File: config.mk
export PLATFORM = sky130hd
export DESIGN_NAME = acc_alu
export DESIGN_NICKNAME = d
export VERILOG_FILES = /design/src/rtl/acc_alu.sv
export SDC_FILE = /design/constraint.sdc
export NUM_CORES = 1
export LEC_CHECK = 0
export BUFFER_PORTS_ARGS = -buffer_cell sky130_fd_sc_hd__buf_2
export CAP_MARGIN = 25
export CORE_AREA = 2 2 109 111
export CTS_CLUSTER_DIAMETER = 100
export CTS_CLUSTER_SIZE = 30
export DETAILED_ROUTE_END_ITERATION = 8
export DIE_AREA = 0 0 111 113
export PLACE_DENSITY_LB_ADDON = 0.2
export SLEW_MARGIN = 20
export SYNTH_ARGS = -nofsm -noshare
export SYNTH_HDL_FRONTEND = slang
export SYNTH_SLANG_ARGS = --single-unit
File: constraint.sdc
create_clock -name clk -period 0.8 [get_ports clk]
set_input_delay 0.12 -clock clk [delete_from_list [all_inputs] [get_ports clk]]
set_output_delay 0.12 -clock clk [all_outputs]
set_load 0.005 [all_outputs]
File: src/rtl/acc_alu.sv
module acc_alu (
  input  logic       clk,
  input  logic       rst_n,
  input  logic [4:0] op,
  input  logic [7:0] acc_in,
  input  logic [7:0] opnd_in,
  input  logic [7:0] b_in,
  input  logic       cy_in,
  input  logic       ac_in,
  input  logic       ov_in,
  output logic [7:0] res_q,
  output logic [7:0] b_q,
  output logic       cy_q,
  output logic       ac_q,
  output logic       ov_q,
  output logic       par_q
);
  localparam logic [4:0] OP_ADD = 5'd0, OP_ADDC = 5'd1, OP_SUBB = 5'd2, OP_MUL = 5'd3;
  localparam logic [4:0] OP_DIV = 5'd4, OP_DA = 5'd5, OP_AND = 5'd6, OP_OR = 5'd7;
  localparam logic [4:0] OP_XOR = 5'd8, OP_CLR = 5'd9, OP_CPL = 5'd10, OP_SWAP = 5'd11;
  localparam logic [4:0] OP_RL = 5'd12, OP_RR = 5'd13, OP_RLC = 5'd14, OP_RRC = 5'd15;
  localparam logic [4:0] OP_INC = 5'd16, OP_DEC = 5'd17;

  logic       ci;
  logic [8:0] add9, sub9;
  logic [4:0] add_lo, sub_lo;
  logic [7:0] add_mid, sub_mid;
  logic [15:0] prod;
  logic       dz;
  logic [7:0] quo, rem;
  logic       da_lo_fix, da_hi_fix;
  logic [8:0] da1, da2;
  logic       da_c1;

  assign ci      = (op == OP_ADDC || op == OP_SUBB) ? cy_in : 1'b0;
  assign add9    = {1'b0, acc_in} + {1'b0, opnd_in} + {8'd0, ci};
  assign add_lo  = {1'b0, acc_in[3:0]} + {1'b0, opnd_in[3:0]} + {4'd0, ci};
  assign add_mid = {1'b0, acc_in[6:0]} + {1'b0, opnd_in[6:0]} + {7'd0, ci};
  assign sub9    = {1'b0, acc_in} - {1'b0, opnd_in} - {8'd0, ci};
  assign sub_lo  = {1'b0, acc_in[3:0]} - {1'b0, opnd_in[3:0]} - {4'd0, ci};
  assign sub_mid = {1'b0, acc_in[6:0]} - {1'b0, opnd_in[6:0]} - {7'd0, ci};

  assign prod = acc_in * b_in;
  assign dz   = (b_in == 8'd0);
  assign quo  = dz ? 8'hFF : acc_in / b_in;
  assign rem  = dz ? acc_in : acc_in % b_in;

  assign da_lo_fix = (acc_in[3:0] > 4'd9) || ac_in;
  assign da1       = {1'b0, acc_in} + (da_lo_fix ? 9'h006 : 9'h000);
  assign da_c1     = cy_in | da1[8];
  assign da_hi_fix = (da1[7:4] > 4'd9) || da_c1;
  assign da2       = {1'b0, da1[7:0]} + (da_hi_fix ? 9'h060 : 9'h000);

  logic [7:0] n_res, n_b;
  logic       n_cy, n_ac, n_ov;

  always_comb begin
    n_res = acc_in;
    n_b   = b_in;
    n_cy  = cy_in;
    n_ac  = ac_in;
    n_ov  = ov_in;
    case (op)
      OP_ADD, OP_ADDC: begin
        n_res = add9[7:0];
        n_cy  = add9[8];
        n_ac  = add_lo[4];
        n_ov  = add9[8] ^ add_mid[7];
      end
      OP_SUBB: begin
        n_res = sub9[7:0];
        n_cy  = sub9[8];
        n_ac  = sub_lo[4];
        n_ov  = sub9[8] ^ sub_mid[7];
      end
      OP_MUL: begin
        n_res = prod[7:0];
        n_b   = prod[15:8];
        n_cy  = 1'b0;
        n_ov  = |prod[15:8];
      end
      OP_DIV: begin
        n_res = quo;
        n_b   = rem;
        n_cy  = 1'b0;
        n_ov  = dz;
      end
      OP_DA: begin
        n_res = da2[7:0];
        n_cy  = da_c1 | da2[8];
      end
      OP_AND:  n_res = acc_in & opnd_in;
      OP_OR:   n_res = acc_in | opnd_in;
      OP_XOR:  n_res = acc_in ^ opnd_in;
      OP_CLR:  n_res = 8'h00;
      OP_CPL:  n_res = ~acc_in;
      OP_SWAP: n_res = {acc_in[3:0], acc_in[7:4]};
      OP_RL:   n_res = {acc_in[6:0], acc_in[7]};
      OP_RR:   n_res = {acc_in[0], acc_in[7:1]};
      OP_RLC: begin
        n_res = {acc_in[6:0], cy_in};
        n_cy  = acc_in[7];
      end
      OP_RRC: begin
        n_res = {cy_in, acc_in[7:1]};
        n_cy  = acc_in[0];
      end
      OP_INC:  n_res = acc_in + 8'd1;
      OP_DEC:  n_res = acc_in - 8'd1;
      default: ;
    endcase
  end

  always_ff @(posedge clk or negedge rst_n) begin
    if (!rst_n) begin
      res_q <= 8'h00;
      b_q   <= 8'h00;
      cy_q  <= 1'b0;
      ac_q  <= 1'b0;
      ov_q  <= 1'b0;
      par_q <= 1'b0;
    end else begin
      res_q <= n_res;
      b_q   <= n_b;
      cy_q  <= n_cy;
      ac_q  <= n_ac;
      ov_q  <= n_ov;
      par_q <= ^n_res;
    end
  end
endmodule

==> results of run 1 <==
## cell families after synthesis
kind of cell	share of synthesized area [%]
compound gates	22.3
xor+xnor	7.31
fa+ha+maj	32.8
buf+inv	7.05
flops	7.01
mux	3.30
simple gates	20.2
## per-stage QoR
step	utilization, %	setup TNS (ns)	hold slack, ns	instance area [µm²]	instances
detailed placement	86.6	-140.31	0.102	9760	1353
CTS	93.4	-130.62	0.163	10500	1392
global placement	86.6	-131.31	0.0974	9760	1353
floorplan	-	-127.06	-0.176	7580	925
## timing repair
action | CTS
cloned | 1
hold buffers | 1
setup endpoints to repair | 40
pin swaps | 54
endpoints found under the hold margin | 20
gates resized for setup | 90
setup buffers | 33
==> impl_results.md, run 1 <==
* Clock Tree Root: clkbuf_16
* Worst EP post-GRT repair: par_q$_DFF_PN0_/D
* Setup slack at placement at -9.84 ns
* Row count at 39
* Synth top area cells: ha_1 (21%), fa_1 (12%), dfrtp_1 (7.0%)
* Die H at 113 µm
* Num CTS Buffers at 3
* I/O Buffers at 53
* Run Error: [ERROR DPL-0038] Utilization greater than 100%, impossible to legalize
* Mapped Cells at 925
* Post-synth EDFFs at 0
* Sequential share of the synthesized area at 7.01%
* Worst-path end type: sequential cell input
* Main synth FF type: dfrtp_1
* Stop stage: global routing
* DIE WIDTH at 111 µm
* Top-count cell post-synth: nor2_1
* Synth top area share at 20.5%
* H-Tree Depth at 1
* Pin count of the biggest net entering global routing at 22
* Post-synth cell types at 78
* Yosys reg bits at 20
* Synthesis Warnings at 0
* Synth cell count leaders: nor2_1 (118), ha_1 (117), inv_1 (83)
* IO Pins at 54
* DP Wirelength at 23600 µm
* Post-Syn Area at 7140 µm²
* Initial Util at 63.3%
* Synth area leader: ha_1
* Gpl congestion at 1.04
* Post-synth ARST share at 100%
* Net count after synthesis at 1120
* Avg Cell Area, Syn at 7.72 µm²
* CTS sink count at 20
* Status: aborted with a tool error
* Max Root-Sink Buffers at 2
==> run 2, diff against run 1 <==
Settings changed: CORE_AREA 2 2 109 111 to 2 2 137 139, CTS_CLUSTER_DIAMETER 100 to not set, CTS_CLUSTER_SIZE 30 to not set, DIE_AREA 0 0 111 113 to 0 0 139 141, PLACE_DENSITY_LB_ADDON 0.2 to 0.15.
==> run 2 against run 1 <==
  * The flow now finishes, with violations (negative setup slack)
  * Synthesized area unchanged
  * Synthesized cell count is the same
==> impl_results.md, run 2 <==
* Final hold vios at 0
* Crit path kind: input pin to flip-flop
* Status: finished, violations left
* H-Tree Depth at 1
* # DRC at 0
* Via density at 5.60
* Main synth FF type: dfrtp_1
* Initial Util at 39.1%
* Top-count cell post-synth: nor2_1
* Final Cycle Share at 1230%
* Clock Tree Root: clkbuf_16
* Area post-placement at 10100 µm²
* Critical Path End Type: flip-flop
* Post-Syn Area at 7140 µm²
* Slew HR at 63.7%
* Sequential share of the synthesized area at 7.01%
* RSZ-0062 raised after global routing: true
* Synth cell count leaders: nor2_1 (118), ha_1 (117), inv_1 (83)
* Peak supply drop at 1.17 mV
* I/O Buffers at 53
* Hold depth at 3
* Min-Delay Endpoint: ov_q$_DFF_PN0_
* Synthesis Warnings at 0
* Pre-Repair DR Iteration Count at 5
* Die H at 141 µm
* Commonest non-fill, non-tap cell in the layout: buf_4
* IO Pins at 54
* CP max-delay cell: or4b_4
* Nets at 1501
* Measured slew at the worst slew-check pin at 0.530 ns
* Leakage at 5.55 nW
* DP Wirelength at 23000 µm
* Min Tclk post-route at 9.86 ns
* Wire per inst at 19.8 µm
* Post-synth cell types at 78
* Max Root-Sink Buffers at 2
* Avg Cell Area, Syn at 7.72 µm²
* Synth top area cells: ha_1 (21%), fa_1 (12%), dfrtp_1 (7.0%)
* HP Class: input pin to flip-flop
* Max Freq at 0.101 GHz
* Post-synth ARST share at 100%
* First-pass GRT wire length at 46500 µm
* Global route total overflow at 0
* Final setup fails at 40
* Post-synth EDFFs at 0
* Worst-path clk slew at 0.06 ns
* Pin count of the biggest net entering global routing at 22
* Mapped Cells at 925
* N_diodes at 0
* Gpl congestion at 0.967
* Initial detailed-routing violation count at 791
* Final instance area at 11600 µm²
* Hold_sp: ov_in
* Net count after synthesis at 1120
* Top Registers: b_q x8, res_q x8
* Max-slew violation count at 0
* CP Data Arrival Time at 10.00 ns
* Synth top area share at 20.5%
* Setup slack at placement at -9.45 ns
* Required @ worst endpoint at 0.94 ns
* Row count at 50
* Synth area leader: ha_1
* Critical Path Source Type: input pin
* Initial antenna violation count at 1
* Pwr Density at 1560 nW/µm²
* Fin cells at 1539
* Maxcap violations at 0
* Critical Path Fanout Max at 5
* Core area at 18300 µm²
* Via count of the first global-routing pass at 8531
* Num CTS Buffers at 3
* Routed Antenna Nets at 0
* WL final at 30500 µm
* Power, Total at 0.0180 W
* DIE WIDTH at 139 µm
* Yosys reg bits at 20
* Syn-to-layout area delta at 62.0%
* CP dominant cell by count: ha_1
* TritonCTS clock tree: built
* Final worst slack at -9.06 ns
* Vias at 8626
* CTS sink count at 20
* Failing checks: negative setup slack
* Ratio of cells with drive above 1 in the final layout at 45.1%
* GRT Total Usage at 30.0%
* Most frequent cells in the layout: buf_4 (328), nor2_1 (100), ha_1 (94)
* Inst Count DP at 1471
* Total die area at 19600 µm²
* Slowest Stage Delay on Critical Path at 0.48 ns
## run 2: cell counts after synthesis
Identical to the previous run, type by type.
## run 2: worst max-delay path by stage
stage                       start         endpoint  slack [ns]  cells past startpoint
after floorplan           b_in[6]  par_q$_DFF_PN0_       -9.33                     50
after global placement    b_in[0]  par_q$_DFF_PN0_       -9.19                     51
after detailed placement  b_in[4]  par_q$_DFF_PN0_       -9.45                     51
after CTS                 b_in[6]  par_q$_DFF_PN0_       -8.94                     53
after global routing      b_in[2]  par_q$_DFF_PN0_       -9.55                     54
final                     b_in[0]  par_q$_DFF_PN0_       -9.06                     53
## run 2: metrics by stage
step                      TNS (ns)  util [%]  hold WS (ns)
after floorplan            -127.06         -        -0.176
after global placement     -132.97      55.3        0.0654
after detailed placement   -135.91      55.3        0.0654
after CTS                  -129.47      60.6         0.207
after global routing       -138.27      63.3         0.209
final                      -131.05      63.3         0.215
## run 2: cells by family after synthesis
logic type	synth area share, %
buffers and inverters	7.05
AO/OA/AOI/OAI	22.3
multiplexers	3.30
flip-flops	7.01
adder cells (fa/ha/maj)	32.8
AND/OR/NAND/NOR	20.2
XOR/XNOR	7.31
## run 2: layer usage
metal  vias to the layer above  part of all wire, %  global-route usage, %
met3                        91                  7.1                   3.87
met1                      4122                   44                   42.1
met4                         0                  4.2                   12.9
met2                       365                   45                   46.5
met5                         -                    0                      0
li1                       4048                    -                      -
## run 2: critical path, delay by kind of cell
family                     cells  cell delay (ns)
buffers and inverters          6             0.69
AOI/OAI and AO/OA             20             3.72
xor gates and xnor gates       3             0.55
muxes                          2             0.57
and+or+nand+nor               14             2.09
adders and majority gates      8             2.23
## run 2: what timing repair did
action	in CTS	in global routing
setup endpoints to repair	40	40
hold buffers	1	0
endpoints found under the hold margin	20	0
resized for setup	110	76
pin swaps	83	56
cloned	2	0
buffers inserted	52	16
## run 2: area by class of cell
type | instances | area (µm²)
multi-input cells | 775 | 7070
fillers | 1575 | 6700
repair buffers | 419 | 3250
flip-flops and latches | 20 | 500
inverters | 87 | 343
well taps | 234 | 293
clock buffers | 3 | 75.1
clock inverters | 1 | 30.0
## run 2: power breakdown
group          leakage [nW]  switching, W  internal [W]
registers             0.236     0.0000359       0.00115
logic                  5.27       0.00743       0.00797
clock network        0.0511      0.000456      0.000996
total                  5.55       0.00792        0.0101
(Power assumes the default switching activity.)
==> run 3, diff against run 2 <==
Settings changed: PLACE_DENSITY_LB_ADDON 0.15 to 0.3.
==> run 3 against run 2 <==
  * The run still ends with negative setup slack left
  * Cell area about the same
  * Highest routed layer unchanged
  * Sequential power about the same
  * Flip-flop and latch count unchanged
  * Via count decreased by 0.49%
  * Critical endpoint unchanged
  * Critical path type unchanged
  * Global-route usage decreased by 0.63 points
  * Non-clock buffer count decreased by 10
  * Largest cell class unchanged
  * Fmax decreased by 3.6%
==> impl_results.md, run 3 (same netlist as run 2, synthesis figures left out) <==
* CP top delay family: compound AO/OA/AOI/OAI gates
* Min Tclk post-route at 10.22 ns
* # DRC at 0
* Critical Path Fanout Max at 5
* Slowest Stage Delay on Critical Path at 0.47 ns
* Total die area at 19600 µm²
* RSZ-0062 raised after global routing: true
* Crit path kind: input pin to flip-flop
* First-pass GRT wire length at 45600 µm
* Max Freq at 0.0979 GHz
* DP Wirelength at 22600 µm
* Worst-path clk slew at 0.06 ns
* H-Tree Depth at 1
* Pwr Density at 1510 nW/µm²
* Power, Total at 0.0174 W
* Global routing's busiest layer: met2
* Via count of the first global-routing pass at 8636
* Required @ worst endpoint at 0.94 ns
* CP bufs+invs at 5
* Routing usage on met1 at 38.9%
* IO Pins at 54
* Met3 GRT Util at 3.94%
* GR Util met2 at 48.7%
* Final setup fails at 40
* Initial antenna violation count at 0
* Leakage at 5.54 nW
* Failing checks: negative setup slack
* Via density at 5.61
* Global route total overflow at 0
* Slew HR at 48.3%
* Routed Antenna Nets at 0
* Critical Path End Type: flip-flop
* Vias at 8584
* Core area at 18300 µm²
* Row count at 50
* Pre-Repair DR Iteration Count at 7
* HP Class: input pin to flip-flop
* Final worst slack at -9.42 ns
* N_diodes at 0
* Die H at 141 µm
* CP max-delay cell: a222oi_1
* Num CTS Buffers at 3
* Critical Path Source Type: input pin
* Hold slack at 0.217 ns
* Initial detailed-routing violation count at 749
* Maxcap violations at 0
* GRT Total Usage at 29.4%
* Final hold vios at 0
* Commonest non-fill, non-tap cell in the layout: buf_4
* I/O Buffers at 53
* Top Registers: b_q x8, res_q x8
* Gpl congestion at 0.972
* Peak supply drop at 1.14 mV
* WL final at 30200 µm
* Max-slew violation count at 0
* TritonCTS clock tree: built
* CTS sink count at 20
* Initial Util at 39.1%
* Wire per inst at 19.8 µm
* Clock Tree Root: clkbuf_16
* Syn-to-layout area delta at 62.0%
* Measured slew at the worst slew-check pin at 0.755 ns
* Status: finished, violations left
* DIE WIDTH at 139 µm
* Ratio of cells with drive above 1 in the final layout at 44.0%
* Max Root-Sink Buffers at 2
* CP Data Arrival Time at 10.36 ns
* Nets at 1491
* Pin count of the biggest net entering global routing at 22
* Final Cycle Share at 1280%
* Most frequent cells in the layout: buf_4 (319), nor2_1 (104), ha_1 (95)
[run 3: per-layer routing]
layer | vias up | wire length [µm]
met4 | 0 | 1180
met1 | 4123 | 12900
met2 | 366 | 14000
met3 | 70 | 2150
met5 | - | 0
li1 | 4025 | -
[run 3: where the power goes]
part	switching, W	internal [W]
Sequential	0.0000362	0.00115
Combinational	0.00715	0.00785
Clock	0.000447	0.000766
Total	0.00763	0.00977
[run 3: layout make-up]
class | instances | area [µm²]
Multi-Input combinational cell | 775 | 7050
Fill cell | 1519 | 6710
Timing Repair Buffer | 409 | 3280
Sequential cell | 20 | 500
Inverter | 87 | 347
Tap cell | 234 | 293
Clock buffer | 4 | 88.8
[run 3: final timing paths]
check	from	end	cells after the start
setup / recovery	b_in[4]	par_q$_DFF_PN0_	52
hold / removal	ov_in	ov_q$_DFF_PN0_	3
max in group asynchronous	rst_n	ac_q$_DFF_PN0_	3
min in group asynchronous	rst_n	b_q[7]$_DFF_PN0_	3
[run 3: per-stage QoR]
step / worst slack [ns] / utilization [%] / cells / TNS [ns] / area, µm²
finish: -9.42 / 63.3 / 1529 / -134.77 / 11600
global route: -9.81 / 63.3 / 1529 / -140.20 / 11600
CTS: -9.02 / 59.9 / 1509 / -128.69 / 11000
detailed placement: -9.53 / 55.1 / 1468 / -136.13 / 10100
global placement: -9.21 / 55.1 / 1468 / -132.17 / 10100
floorplan: -9.33 / - / 925 / -127.06 / 7580
[run 3: timing repair]
action,in CTS,in global routing
hold buffers,1,0
gates resized for setup,121,87
endpoints found under the hold margin,20,0
buffers inserted,35,22
setup endpoints to repair,40,40
pin swaps,66,51
cloned,1,1
